===== src/rtl/chg_gpio_pkg.sv =====
package chg_gpio_pkg;
    localparam int BUS_W = 32;

    // Word indices (byte offset / 4) of the register map
    localparam int WIDX_DIR   = 0;
    localparam int WIDX_DATA  = 1;
    localparam int WIDX_IEN   = 2;
    localparam int WIDX_CHG   = 3;
    localparam int WIDX_WMASK = 4;
    localparam int WIDX_ITYPE = 5;
endpackage


===== src/rtl/chg_gpio_sync.sv =====
module chg_gpio_sync #(
    parameter int N = 32
) (
    input  logic         clk_i,
    input  logic         rst_ni,
    input  logic [N-1:0] pad_i,
    output logic [N-1:0] level_o,
    output logic [N-1:0] prev_o
);
    typedef struct packed {
        logic [N-1:0] meta;
        logic [N-1:0] lvl;
        logic [N-1:0] old;
    } sync_t;

    sync_t st_d, st_q;

    always_comb begin
        st_d      = st_q;
        st_d.meta = pad_i;
        st_d.lvl  = st_q.meta;
        st_d.old  = st_q.lvl;
    end

    always_ff @(posedge clk_i or negedge rst_ni) begin
        if (!rst_ni) st_q <= '0;
        else         st_q <= st_d;
    end

    assign level_o = st_q.lvl;
    assign prev_o  = st_q.old;
endmodule


===== src/rtl/chg_gpio_latch.sv =====
module chg_gpio_latch #(
    parameter int N = 32
) (
    input  logic         clk_i,
    input  logic         rst_ni,
    input  logic [N-1:0] level_i,
    input  logic [N-1:0] prev_i,
    input  logic [N-1:0] watch_i,
    input  logic [N-1:0] ack_i,
    output logic [N-1:0] chg_o
);
    logic [N-1:0] hit;
    logic [N-1:0] chg_d, chg_q;

    for (genvar g = 0; g < N; g++) begin : g_line
        always_comb begin
            hit[g]   = (level_i[g] ^ prev_i[g]) & watch_i[g];
            chg_d[g] = (chg_q[g] & ~ack_i[g]) | hit[g];
        end
    end

    always_ff @(posedge clk_i or negedge rst_ni) begin
        if (!rst_ni) chg_q <= '0;
        else         chg_q <= chg_d;
    end

    assign chg_o = chg_q;


    property p_hit_sets;
        @(posedge clk_i) disable iff (!rst_ni)
        (hit != '0) |=> ((chg_q & $past(hit)) == $past(hit));
    endproperty
    hit_sets_chk: assert property (p_hit_sets);


    property p_ack_clears;
        @(posedge clk_i) disable iff (!rst_ni)
        ((ack_i & ~hit) != '0) |=> ((chg_q & $past(ack_i & ~hit)) == '0);
    endproperty
    ack_clears_chk: assert property (p_ack_clears);


    property p_idle_holds;
        @(posedge clk_i) disable iff (!rst_ni)
        (ack_i == '0 && hit == '0) |=> $stable(chg_q);
    endproperty
    idle_holds_chk: assert property (p_idle_holds);
endmodule


===== src/rtl/chg_gpio_ctrl.sv =====
module chg_gpio_ctrl
    import chg_gpio_pkg::*;
#(
    parameter int N_LINES = 24,
    parameter int ADDR_W  = 5
) (
    input  logic               clk_i,
    input  logic               rst_ni,
    input  logic [ADDR_W-1:0]  addr_i,
    input  logic               we_i,
    input  logic [BUS_W-1:0]   wdata_i,
    output logic [BUS_W-1:0]   rdata_o,
    input  logic [N_LINES-1:0] pad_in_i,
    output logic [N_LINES-1:0] pad_out_o,
    output logic [N_LINES-1:0] pad_oe_o,
    output logic               irq_o
);
    localparam int IDX_W = ADDR_W - 2;

    typedef struct packed {
        logic [N_LINES-1:0] dir;
        logic [N_LINES-1:0] dout;
        logic [N_LINES-1:0] ien;
    } regs_t;

    regs_t r_d, r_q;

    logic [IDX_W-1:0]   widx;
    logic [N_LINES-1:0] lvl, prv, chg, ack, din;
    logic               unused_ok;

    assign widx      = addr_i[ADDR_W-1:2];
    assign unused_ok = ^{addr_i[1:0], wdata_i};

    chg_gpio_sync #(.N(N_LINES)) sync_i (
        .clk_i  (clk_i),
        .rst_ni (rst_ni),
        .pad_i  (pad_in_i),
        .level_o(lvl),
        .prev_o (prv)
    );

    chg_gpio_latch #(.N(N_LINES)) latch_i (
        .clk_i  (clk_i),
        .rst_ni (rst_ni),
        .level_i(lvl),
        .prev_i (prv),
        .watch_i(~r_q.dir),
        .ack_i  (ack),
        .chg_o  (chg)
    );

    always_comb begin
        r_d = r_q;
        ack = '0;
        if (we_i) begin
            if (widx == IDX_W'(WIDX_DIR))  r_d.dir  = wdata_i[N_LINES-1:0];
            if (widx == IDX_W'(WIDX_DATA)) r_d.dout = wdata_i[N_LINES-1:0];
            if (widx == IDX_W'(WIDX_IEN))  r_d.ien  = wdata_i[N_LINES-1:0];
            if (widx == IDX_W'(WIDX_CHG))  ack      = wdata_i[N_LINES-1:0];
        end
    end

    always_ff @(posedge clk_i or negedge rst_ni) begin
        if (!rst_ni) r_q <= '0;
        else         r_q <= r_d;
    end

    assign din = (r_q.dir & r_q.dout) | (~r_q.dir & lvl);

    always_comb begin
        rdata_o = '0;
        if (widx == IDX_W'(WIDX_DIR))  rdata_o[N_LINES-1:0] = r_q.dir;
        if (widx == IDX_W'(WIDX_DATA)) rdata_o[N_LINES-1:0] = din;
        if (widx == IDX_W'(WIDX_IEN))  rdata_o[N_LINES-1:0] = r_q.ien;
        if (widx == IDX_W'(WIDX_CHG))  rdata_o[N_LINES-1:0] = chg;
    end

    assign pad_out_o = r_q.dout;
    assign pad_oe_o  = r_q.dir;
    assign irq_o     = |(chg & r_q.ien);


    property p_masked_quiet;
        @(posedge clk_i) disable iff (!rst_ni)
        (r_q.ien == '0) |-> !irq_o;
    endproperty
    masked_quiet_chk: assert property (p_masked_quiet);


    property p_irq_needs_chg;
        @(posedge clk_i) disable iff (!rst_ni)
        irq_o |-> (chg != '0);
    endproperty
    irq_needs_chg_chk: assert property (p_irq_needs_chg);


    property p_reserved_write;
        @(posedge clk_i) disable iff (!rst_ni)
        (we_i && (widx == IDX_W'(WIDX_WMASK) || widx == IDX_W'(WIDX_ITYPE))) |=> $stable(r_q);
    endproperty
    reserved_write_chk: assert property (p_reserved_write);
endmodule


===== config.mk =====
export PLATFORM = sky130hd
export DESIGN_NAME = chg_gpio_ctrl
export DESIGN_NICKNAME = d
export VERILOG_FILES = /design/src/rtl/chg_gpio_pkg.sv /design/src/rtl/chg_gpio_sync.sv /design/src/rtl/chg_gpio_latch.sv /design/src/rtl/chg_gpio_ctrl.sv
export SDC_FILE = /design/constraint.sdc
export NUM_CORES = 1
export LEC_CHECK = 0
export BUFFER_PORTS_ARGS = -buffer_cell sky130_fd_sc_hd__buf_2
export CORE_ASPECT_RATIO = 2
export CORE_MARGIN = 4
export CORE_UTILIZATION = 39
export CTS_BUF_LIST = sky130_fd_sc_hd__clkbuf_16
export DETAILED_ROUTE_END_ITERATION = 12
export PLACE_DENSITY = 0.56
export SLEW_MARGIN = 20
export SYNTH_ARGS = -nofsm -noshare
export SYNTH_HDL_FRONTEND = slang
export SYNTH_SLANG_ARGS = --single-unit

===== constraint.sdc =====
create_clock -name clk_i -period 4.6 [get_ports clk_i]
set_input_delay 0.92 -clock clk_i [delete_from_list [all_inputs] [get_ports clk_i]]
set_output_delay 0.92 -clock clk_i [all_outputs]
set_load 0.005 [all_outputs]

==> summary.md, run 1 <==
| Metric | Value |
|---|---|
| Global-route met2 utilization | 29.9% |
| Critical path fanouts, max | 28 |
| Boundary Pins | 145 |
| Share of layout cells above drive strength 1 | 37.3% |
| Switching power of the nets | 0.00110 W |
| Total grt overflow | 0 |
| Number of failing hold endpoints at the final stage | 0 |
| CORE AREA | 18400 sq um |
| Part of the Yosys area used for sequential elements | 57.4% |
| Register-to-Register Path Depth | 2 |
| Buffer type at the clock tree root | clkbuf_16 |
| Clock network fraction of design power | 37.1% |
| Fraction of synthesized area in multiplexers | 14.4% |
| Worst hold stages | 0 |
| Post-Synth Simple-Gate Area | 6.41% |
| Die ar. | 21200 sq um |
| Max-slew headroom | 36.1% |
| Combinational share of power | 15.7% |
| Final period util | 76.9% |
| Clock tree from TritonCTS | done |
| M3 GR Usage | 3.56% |
| Syn-to-layout area delta | 14.4% |
| Fmax achieved | 0.283 GHz |
| Maximum number of pins on one net before global-route repair | 106 |
| Worst path arrival time | 2620 ps |
| Number of global-route vias before repair | 4867 |
| Detailed-route via count | 4592 |
| Starting Density | 39.8% |
| Cell leakage power | 3.72 nW |
| Total length of routed wires | 17700 um |
| Util after Layout | 45.5% |
| Last weighted congestion value of the routability-driven placer | 0.790 |
| Pre-Repair DR Iteration Count | 4 |
| Number of input and output port buffers inserted | 126 |
| Final ANT Viol Nets | 0 |
| Post_cts resized | 0 |
| Startpoint Class | input pin |
| Post-route setup TNS | 0 ps |
| Count of yosys warnings during synthesis | 0 |
| Post-synth cell types | 24 |
| Most Used Layer, Global Route | met2 |
| Std cell rows | 70 |
| Cell count after synthesis | 562 |
| H-tree depth | 4 |
| Post-CTS Setup Bufs | 0 |
| Crit path kind | input pin to output port |
| Adder-cell share of the synthesized area | 0% |
| Classification of the worst-slack hold path | register to register |
| Die boundary width | 105 um |
| Reg power frac | 47.2% |
| Total count of max-transition violations in the final report | 0 |
| Routed vias/inst | 5.27 |
| Power density over the cells | 471 nW/um^2 |
| Worst setup skew after layout | 5.49 ps |
| Result of the run | complete, no violations |
| Worst vdd ir | 217 uV |
| Tightest Pin Transition | 959 ps |
| Wire length of the first global-routing pass | 28000 um |
| Maximum clock insertion buffer count | 2 |
| Hold_buf cts | 0 |
| Unrepaired setup endpoints after global routing | no |
| Final period demand of the worst path | 3540 ps |
| Critical Path Sink Type | output port |
| CTS sink cnt | 168 |
| Initial drt markers | 125 |
| Internal Pwr Total | 0.00284 W |
| Cell area after synthesis | 7320 sq um |
| Largest family of logic cells by synthesized area | multiplexers |
| XOR/XNOR Fraction of Synth Area | 2.87% |
| Clock buffer count from CTS | 17 |
| Switching portion of total power | 27.9% |
| All-layer global routing usage | 17.3% |
| Die height | 202 um |
| Met1 track demand over resource | 20.7% |
| Number of setup violations in the final report | 0 |
| Flop and latch count out of synthesis | 168 |
| Detail Placement HPWL | 12300 um |
| Data required time at the worst endpoint | 3680 ps |
| Synth Area in Compound Gates | 11.1% |
| Initial antenna violation count | 1 |
| Max Cap Viol | 0 |
| Final net count | 706 |
| Detailed-route wire length per cell | 20.3 um |
| DRC errors left | 0 |
| Latest clock arrival within the worst-skew pair | 430 ps |
| Mean Syn Cell Area | 13.0 sq um |
| Clock transition at path regs | 70 ps |
-- power groups by stage --
stage	Clock, W	Combinational [W]	Sequential (W)
floorplan	0	0.000514	0.00182
detailed placement	0	0.000633	0.00189
CTS	0.00151	0.000636	0.00186
finish	0.00146	0.000620	0.00186
global route	0.00156	0.000686	0.00189
global placement	0	0.000617	0.00188
-- metrics by stage --
step	area (sq um)	setup WS [ps]	cells	total power [W]	hold slack (ps)
detailed placement	7760	1070	839	0.00252	335
global placement	7760	1070	839	0.00249	333
floorplan	7350	1830	569	0.00233	331
global route	8370	1010	872	0.00414	359
finish	8370	1060	872	0.00394	350
CTS	8370	1060	871	0.00401	352
-- cell usage after synthesis --
library cell / count / area, sq um
buf_4: 60 / 450
o2bb2ai_1: 24 / 210
buf_2: 10 / 50.1
or3_1: 1 / 6.26
and2_1: 1 / 6.26
and4b_1: 1 / 10.0
a21oi_1: 24 / 120
clkbuf_1: 10 / 37.5
a22oi_1: 12 / 90.1
nand3b_1: 24 / 180
a21o_1: 24 / 180
mux2_2: 71 / 800
conb_1: 1 / 3.75
nor3b_4: 2 / 37.5
xnor2_1: 24 / 210
dfrtp_1: 168 / 4200
mux2i_1: 24 / 240
nand2_1: 48 / 180
a2bb2oi_1: 24 / 210
buf_6: 3 / 33.8
nand4_1: 3 / 18.8
nand2b_4: 1 / 13.8
nor3_4: 1 / 16.3
mux2_1: 1 / 11.3
-- logic make-up after synthesis --
group                     count (synthesis)
DFF                                     168
AOI/OAI and AO/OA                       108
muxes                                    96
buffers and inverters                    83
and+or+nand+nor                          82
xor gates and xnor gates                 24
other                                     1
-- layout by cell type (no fill, tap or decap), types with 24 or more instances in the layout --
cell type and count:
dfrtp_1 168, buf_2 125, mux2_2 71, nand2_1 48
mux2i_1 24, a2bb2oi_1 24, nand3b_1 24, a21o_1 24
a21oi_1 24, xnor2_1 24, o2bb2ai_1 24
-- state kept, by name, summed over array words and instances, names as in the netlist --
signal and count:
sync_i.st_d 24, sync_i.prev_o 24, r_q 24, pad_out_o 24
latch_i.chg_o 24, sync_i.level_o 24, pad_oe_o 24
-- final cells by class --
cell class	instances	area, sq um
fill	1691	10000
sequential	168	4200
multi-input combinational	318	2570
timing repair buffer	137	719
clock buffer	17	425
tap	216	270
clock inverter	15	180
antenna	1	2.50
-- worst max-delay path, cell delays in order --
cell and delay (ps):
buf_2 470, buf_4 470, nand3b_1 120, a21o_1 190, a21oi_1 250, buf_2 170
-- path summary, 6_finish.rpt --
check                                    from  slack, ps                 end
max in group asynchronous              rst_ni       2900        pad_oe_o[13]
max reg2reg                sync_i.level_o[12]       3700   latch_i.chg_o[12]
min                           sync_i.st_d[47]        350  sync_i.level_o[23]
min in group asynchronous              rst_ni        610     sync_i.st_d[46]
max                                 addr_i[2]       1060         rdata_o[23]
min reg2reg                   sync_i.st_d[47]        350  sync_i.level_o[23]
-- per-layer routing --
layer  vias up  share of wire, %
met4         0               2.3
met1      2345                40
met5         -                 0
li1       2102                 -
met2       121                53
met3        24               4.0
No activity file was read; power rests on OpenSTA's default activity.
==> run 2: changes to the inputs <==
--- a/config.mk
+++ b/config.mk
@@ -5,6 +5,7 @@
 export SDC_FILE = /design/constraint.sdc
 export NUM_CORES = 1
 export LEC_CHECK = 0
+export ABC_AREA = 1
 export BUFFER_PORTS_ARGS = -buffer_cell sky130_fd_sc_hd__buf_2
 export CORE_ASPECT_RATIO = 2
 export CORE_MARGIN = 4
==> constraint.sdc (replaced) <==
create_clock -name clk_i -period 3.4 [get_ports clk_i]
set_input_delay 0.68 -clock clk_i [delete_from_list [all_inputs] [get_ports clk_i]]
set_output_delay 0.68 -clock clk_i [all_outputs]
set_load 0.005 [all_outputs]
==> run 2 against run 1 <==
  * Flip-flop and latch count unchanged
  * Register-to-register slack got worse by 1100 ps
  * Hold slack got worse by 200 ps
  * Final cell count is 25% higher
  * Clock skew is 0.61 ps lower
  * Setup slack got worse by 170 ps
  * Via count rose by 21%
  * Non-clock buffer count rose by 1
  * Area after synthesis shrank 2.1%
  * Sequential share of layout area is 0.69 points higher
  * Global-route usage up 1.1 points
  * Power rose by 29%
  * Highest routed layer unchanged
==> summary.md, run 2 <==
| Metric | Value |
|---|---|
| Result of the run | complete, no violations |
| Wire length of the first global-routing pass | 29400 um (+5.1%) |
| Final-layout fill cell count | 1831 (+8.3%) |
| Boundary Pins | 145 (unchanged) |
| Adder-cell share of the synthesized area | 0% (unchanged) |
| Top post-synthesis cells by area | dfrtp_1 59%, nand2_1 12%, o21ai_0 7.3% |
| Detail Placement HPWL | 12500 um (+1.5%) |
| Max-slew headroom | 32.6% (-3.5 points) |
| Final period demand of the worst path | 2510 ps |
| Flip-flop cell with the highest count after synthesis | dfrtp_1 |
| Post-synth EDFFs | 0 (unchanged) |
| Initial drt markers | 232 (+86%) |
| Final Instance Area | 8260 sq um (-1.4%) |
| Synth Area in Compound Gates | 13.4% (+2.3 points) |
| Last weighted congestion value of the routability-driven placer | 0.779 (-1.5%) |
| Pre-Repair DR Iteration Count | 5 (+1) |
| Maximum number of pins on one net before global-route repair | 88 (-17%) |
| Cell types with the highest counts after synthesis | 230 x nand2_1, 168 x dfrtp_1, 104 x o21ai_0 |
| DRC errors left | 0 (unchanged) |
| Worst vdd ir | 249 uV (+15%) |
| Share of layout cells above drive strength 1 | 20.1% (-17 points) |
| Detailed-route wire length per cell | 16.7 um (-18%) |
| CTS sink cnt | 168 (unchanged) |
| Commonest non-fill, non-tap cells in the layout | 228 x nand2_1, 168 x dfrtp_1, 125 x buf_2, 104 x o21ai_0, 64 x o21ai_1 |
| Number of input and output port buffers inserted | 126 (unchanged) |
| Die ar. | 20700 sq um (-2.0%) |
| Hold_buf cts | 0 (unchanged) |
| Final ANT Viol Nets | 0 (unchanged) |
| Cell count after synthesis | 792 (+41%) |
| Number of failing hold endpoints at the final stage | 0 (unchanged) |
| Fraction of synthesized area in multiplexers | 0% (-14 points) |
| Classification of the worst-slack hold path | input pin to async pin |
| Flop and latch count out of synthesis | 168 (unchanged) |
| Post-Synth Simple-Gate Area | 17.0% (+11 points) |
| Clock tree from TritonCTS | done |
| Detailed-route via count | 5536 (+21%) |
| Latest clock arrival within the worst-skew pair | 430 ps (about the same) |
| Fmax achieved | 0.399 GHz |
| Largest family of logic cells by synthesized area | simple AND/OR/NAND/NOR gates |
| Unrepaired setup endpoints after global routing | no |
| Cell taking the most area after synthesis | dfrtp_1 |
| All-layer global routing usage | 18.4% (+1.1 points) |
| Total count of max-transition violations in the final report | 0 (unchanged) |
| Clock buffer count from CTS | 17 (unchanged) |
| Share of the synthesized area in the top cell type | 58.6% (+1.2 points) |
| Overall power consumption | 0.00509 W (+29%) |
| Count of yosys warnings during synthesis | 0 (unchanged) |
| Std cell rows | 69 (-1.4%) |
| Critical path fanouts, max | 20 (-29%) |
| Power density over the cells | 616 nW/um^2 (+31%) |
| Max Cap Viol | 0 (unchanged) |
| Antenna fix cells | 0 (-1) |
| Clock transition at path regs | 60 ps (about the same) |
| Total grt overflow | 0 (unchanged) |
| Routed vias/inst | 5.06 (-3.8%) |
| Crit path kind | input pin to output port |
| Post-route setup TNS | 0 ps (unchanged) |
| Final net count | 931 (+32%) |
| Commonest non-fill, non-tap cell in the layout | nand2_1 |
| Die height | 200 um (-1.0%) |
| Syn-to-layout area delta | 15.2% |
| Post-synth cell types | 19 (-21%) |
| Total length of routed wires | 18200 um (+2.9%) |
| Post-CTS Setup Bufs | 0 (unchanged) |
| Number of global-route vias before repair | 5463 (+12%) |
| Maximum clock insertion buffer count | 2 (unchanged) |
| Initial antenna violation count | 0 (-1) |
| Mean Syn Cell Area | 9.05 sq um (-31%) |
| H-tree depth | 4 (unchanged) |
| Top-count cell post-synth | nand2_1 |
| Dpl cell area | 7660 sq um (-1.4%) |
| CORE AREA | 18000 sq um (-2.4%) |
| Die boundary width | 104 um (-0.96%) |
| Post_cts resized | 0 (unchanged) |
| Buffer type at the clock tree root | clkbuf_16 |
| Worst path arrival time | 1830 ps (-790 ps) |
| Cell leakage power | 3.96 nW (+6.4%) |
| Data required time at the worst endpoint | 2720 ps (-960 ps) |
| Tightest Pin Transition | 1010 ps (+51.4 ps) |
| Startpoint Class | input pin |
| Starting Density | 39.9% (+0.12 points) |
| Async SR Flop Fraction | 100% (unchanged) |
| Critical Path Sink Type | output port |
| Number of setup violations in the final report | 0 (unchanged) |
| Cell area after synthesis | 7170 sq um (-2.1%) |
| Part of the Yosys area used for sequential elements | 58.6% (+1.2 points) |
| XOR/XNOR Fraction of Synth Area | 0% (-2.9 points) |
| Worst setup skew after layout | 4.88 ps (-0.614 ps) |
| Util after Layout | 46.0% (+0.47 points) |
| Final period util | 73.7% |
-- run 2: changes by cell type after synthesis, moves of 23 or more --
cell / delta
mux2i_1: -24
o2bb2ai_1: -24
nand3b_1: -24
mux2_2: -71
a2bb2oi_1: -24
nand4_1: +23
a21o_1: -24
inv_1: +50
o21ai_1: +64
xnor2_1: -24
nand3_1: +24
nand2_1: +182
o21ai_0: +104
-- run 2: stage by stage --
step                      instances  hold slack, ps  setup slack (ps)
after floorplan                 799             331              1220
after global placement         1061             332               866
after detailed placement       1061             335               876
after CTS                      1093             147               866
after global routing           1093             165               778
final                          1093             146               893
-- run 2: area by class of cell --
type / count / area [sq um] / share of cell area, %
repair buffers: 138 / 777 / 9.41
clock buffers: 17 / 425 / 5.15
well taps: 213 / 267 / 3.23
clock inverters: 15 / 176 / 2.14
flip-flops and latches: 168 / 4200 / 50.9
inverters: 52 / 195 / 2.36
multi-input cells: 490 / 2210 / 26.8
-- run 2: report_power, final --
| group | switching, W | internal (W) | total (W) |
|---|---|---|---|
| clock network | 0.000822 | 0.00116 | 0.00198 |
| logic | 0.000389 | 0.000290 | 0.000679 |
| registers | 0.000208 | 0.00222 | 0.00243 |
-- run 2: path summary, 6_finish.rpt --
kind | depth (start not counted) | endpoint | slack [ps] | startpoint
max | 9 | rdata_o[17] | 890 | addr_i[2]
min reg2reg | 0 | sync_i.level_o[14] | 340 | sync_i.st_d[38]
min in group clk_i | 0 | sync_i.level_o[14] | 340 | sync_i.st_d[38]
max reg2reg | 2 | latch_i.chg_o[14] | 2560 | sync_i.level_o[14]
min | 1 | sync_i.st_d[46] | 150 | rst_ni
max in group asynchronous | 2 | sync_i.prev_o[13] | 2350 | rst_ni
-- run 2: kinds of logic (layout without fill, tap and decap cells) --
kind of cell           Yosys count  after routing
flip-flops                     168            168
buffers and inverters          141            222
AND/OR/NAND/NOR                290            290
other                            1              8
AO/OA/AOI/OAI                  192            192
-- run 2: worst max-delay path, stage by stage --
cell	delay, ps
buf_2	170
inv_2	60
nor2_4	80
nand2_2	50
inv_1	230
buf_12	210
nand2_1	70
nand4_1	110
buf_2	130
-- run 2: routing by layer --
| layer | GRT usage (%) | vias up | wire length (um) |
|---|---|---|---|
| met5 | 0 | - | 0 |
| met4 | 8.93 | 0 | 524 |
| met3 | 3.89 | 32 | 826 |
| met2 | 32.7 | 142 | 9710 |
| met1 | 21.0 | 2670 | 7160 |
| li1 | - | 2692 | - |
==> run 3: changes to the inputs <==
==> constraint.sdc (replaced) <==
create_clock -name clk_i -period 2.51 [get_ports clk_i]
set_input_delay 0.502 -clock clk_i [delete_from_list [all_inputs] [get_ports clk_i]]
set_output_delay 0.502 -clock clk_i [all_outputs]
set_load 0.005 [all_outputs]
==> run 3 against run 2 <==
  * Hold slack worse by 120 ps
  * Setup slack got worse by 460 ps
  * Via count is 1.6% lower
  * Clock power is 32% higher
  * Clock skew increased by 3.3 ps
  * Global-route usage increased by 0.081 points
  * Sequential share of layout area fell by 0.19 points
  * Critical endpoint is now rdata_o[14]
  * Largest power group unchanged
  * Highest routed layer unchanged
==> summary.md, run 3 (synthesis gave the netlist of run 2 again) <==
| Metric | Value |
|---|---|
| Detail Placement HPWL | 12900 um (+2.9%) |
| Routed vias/inst | 4.95 (-2.3%) |
| Worst Hold Slack | 29.6 ps (-116 ps) |
| Final period demand of the worst path | 2080 ps |
| Buffer type at the clock tree root | clkbuf_16 |
| H-tree depth | 4 (unchanged) |
| Final Worst Setup Slack | 432 ps (-461 ps) |
| Total length of routed wires | 18100 um (-0.72%) |
| Latest clock arrival within the worst-skew pair | 430 ps (about the same) |
| Post-route setup TNS | 0 ps (unchanged) |
| Post_cts resized | 0 (unchanged) |
| Result of the run | complete, no violations |
| Worst path arrival time | 1580 ps (-250 ps) |
| Setup slack at placement | 430 ps (-446 ps) |
| Worst setup skew after layout | 8.22 ps (+3.34 ps) |
| Total count of max-transition violations in the final report | 0 (unchanged) |
| Unrepaired setup endpoints after global routing | no |
| Tightest Pin Transition | 1010 ps (-0.520 ps) |
| Clock buffer count from CTS | 17 (unchanged) |
| Number of setup violations in the final report | 0 (unchanged) |
| Std cell rows | 69 (unchanged) |
| Initial drt markers | 234 (+0.86%) |
| Max-slew headroom | 32.6% (+0.035 points) |
| DRC errors left | 0 (unchanged) |
| Classification of the worst-slack hold path | input pin to async pin |
| Critical Path Sink Type | output port |
| Number of input and output port buffers inserted | 126 (unchanged) |
| Number of global-route vias before repair | 5544 (+1.5%) |
| Commonest non-fill, non-tap cell in the layout | nand2_1 |
| Hold_buf cts | 0 (unchanged) |
| Post-CTS Setup Bufs | 0 (unchanged) |
| Max Cap Viol | 0 (unchanged) |
| Total grt overflow | 0 (unchanged) |
| Detailed-route via count | 5447 (-1.6%) |
| All-layer global routing usage | 18.4% (+0.081 points) |
| Final ANT Viol Nets | 0 (unchanged) |
| Detailed-route wire length per cell | 16.4 um (-1.4%) |
| Fmax achieved | 0.481 GHz |
| Syn-to-layout area delta | 15.6% |
| Antenna fix cells | 0 (unchanged) |
| Data required time at the worst endpoint | 2010 ps (-710 ps) |
| Wire length of the first global-routing pass | 29500 um (+0.54%) |
| Overall power consumption | 0.00683 W (+34%) |
| Register-to-Register Path Depth | 3 (+1) |
| CTS sink cnt | 168 (unchanged) |
| Maximum clock insertion buffer count | 2 (unchanged) |
| Critical path fanouts, max | 20 (unchanged) |
| Crit path kind | input pin to output port |
| Worst vdd ir | 400 uV (+60%) |
| Die boundary width | 104 um (unchanged) |
| Power density over the cells | 824 nW/um^2 (+34%) |
| Pre-Repair DR Iteration Count | 5 (unchanged) |
| Die ar. | 20700 sq um (unchanged) |
| Clock transition at path regs | 60 ps (about the same) |
| Final period util | 82.8% |
| CORE AREA | 18000 sq um (unchanged) |
| Share of layout cells above drive strength 1 | 20.4% (+0.27 points) |
| Final net count | 939 (+0.86%) |
| Initial antenna violation count | 0 (unchanged) |
| Cell leakage power | 3.98 nW (+0.53%) |
| Maximum number of pins on one net before global-route repair | 56 (-36%) |
| Clock tree from TritonCTS | done |
| Startpoint Class | input pin |
| Commonest non-fill, non-tap cells in the layout | 228 x nand2_1, 168 x dfrtp_1, 125 x buf_2, 104 x o21ai_0, 64 x o21ai_1 |
| Die height | 200 um (unchanged) |
| Boundary Pins | 145 (unchanged) |
| Starting Density | 39.9% (unchanged) |
| Last weighted congestion value of the routability-driven placer | 0.792 (+1.7%) |
| Number of failing hold endpoints at the final stage | 0 (unchanged) |
==> run 3: cell types whose count changed in the layout (fill, tap and decap cells not counted), sizes merged <==
cell,previous run,this run
buf,138,146
inv,57,52
clkinv,5,10
==> run 3: metal layers <==
metal  wire length, um  vias to the layer above  track usage (%)
met5                 0                        -                0
met4               310                        0             7.40
met3               685                       22             3.57
met2              9950                      124             33.7
met1              7140                     2594             21.2
li1                  -                     2707                -
==> run 3: cell type report <==
cell class	count	area (sq um)
clock buffer	17	425
fill	1815	9670
inverter	52	195
sequential	168	4200
clock inverter	15	160
timing repair buffer	146	825
multi-input combinational	490	2210
tap	213	267
==> run 3: worst max-delay path, cell delays in order <==
cell,delay (ps)
buf_2,160
inv_2,60
nor2_4,100
nand2_2,60
inv_1,70
buf_4,270
nand2_1,90
nand4_1,120
buf_2,130
==> run 3: path summary, 6_finish.rpt <==
| check | startpoint | endpoint | slack, ps |
|---|---|---|---|
| worst min register to register | sync_i.st_d[40] | sync_i.level_o[16] | 350 |
| worst max register to register | pad_oe_o[15] | latch_i.chg_o[15] | 1650 |
| worst max-delay path | addr_i[2] | rdata_o[14] | 430 |
| max in group asynchronous | rst_ni | sync_i.prev_o[13] | 1810 |
| worst min-delay path | rst_ni | sync_i.st_d[46] | 30 |
| min in group clk_i | pad_in_i[20] | sync_i.st_d[44] | 170 |
==> run 3: through the flow <==
step | util (%) | area [sq um] | cells
after floorplan | - | 7200 | 799
after global placement | 42.9 | 7700 | 1069
after detailed placement | 42.9 | 7700 | 1069
after CTS | 46.2 | 8290 | 1101
after global routing | 46.2 | 8290 | 1101
final | 46.2 | 8290 | 1101
==> run 3: report_power, final <==
part	total, W	switching [W]	leakage [nW]	internal [W]
Sequential	0.00329	0.000283	1.96	0.00300
Combinational	0.000926	0.000528	1.74	0.000399
Clock	0.00262	0.00107	0.280	0.00155
Total	0.00683	0.00188	3.98	0.00495
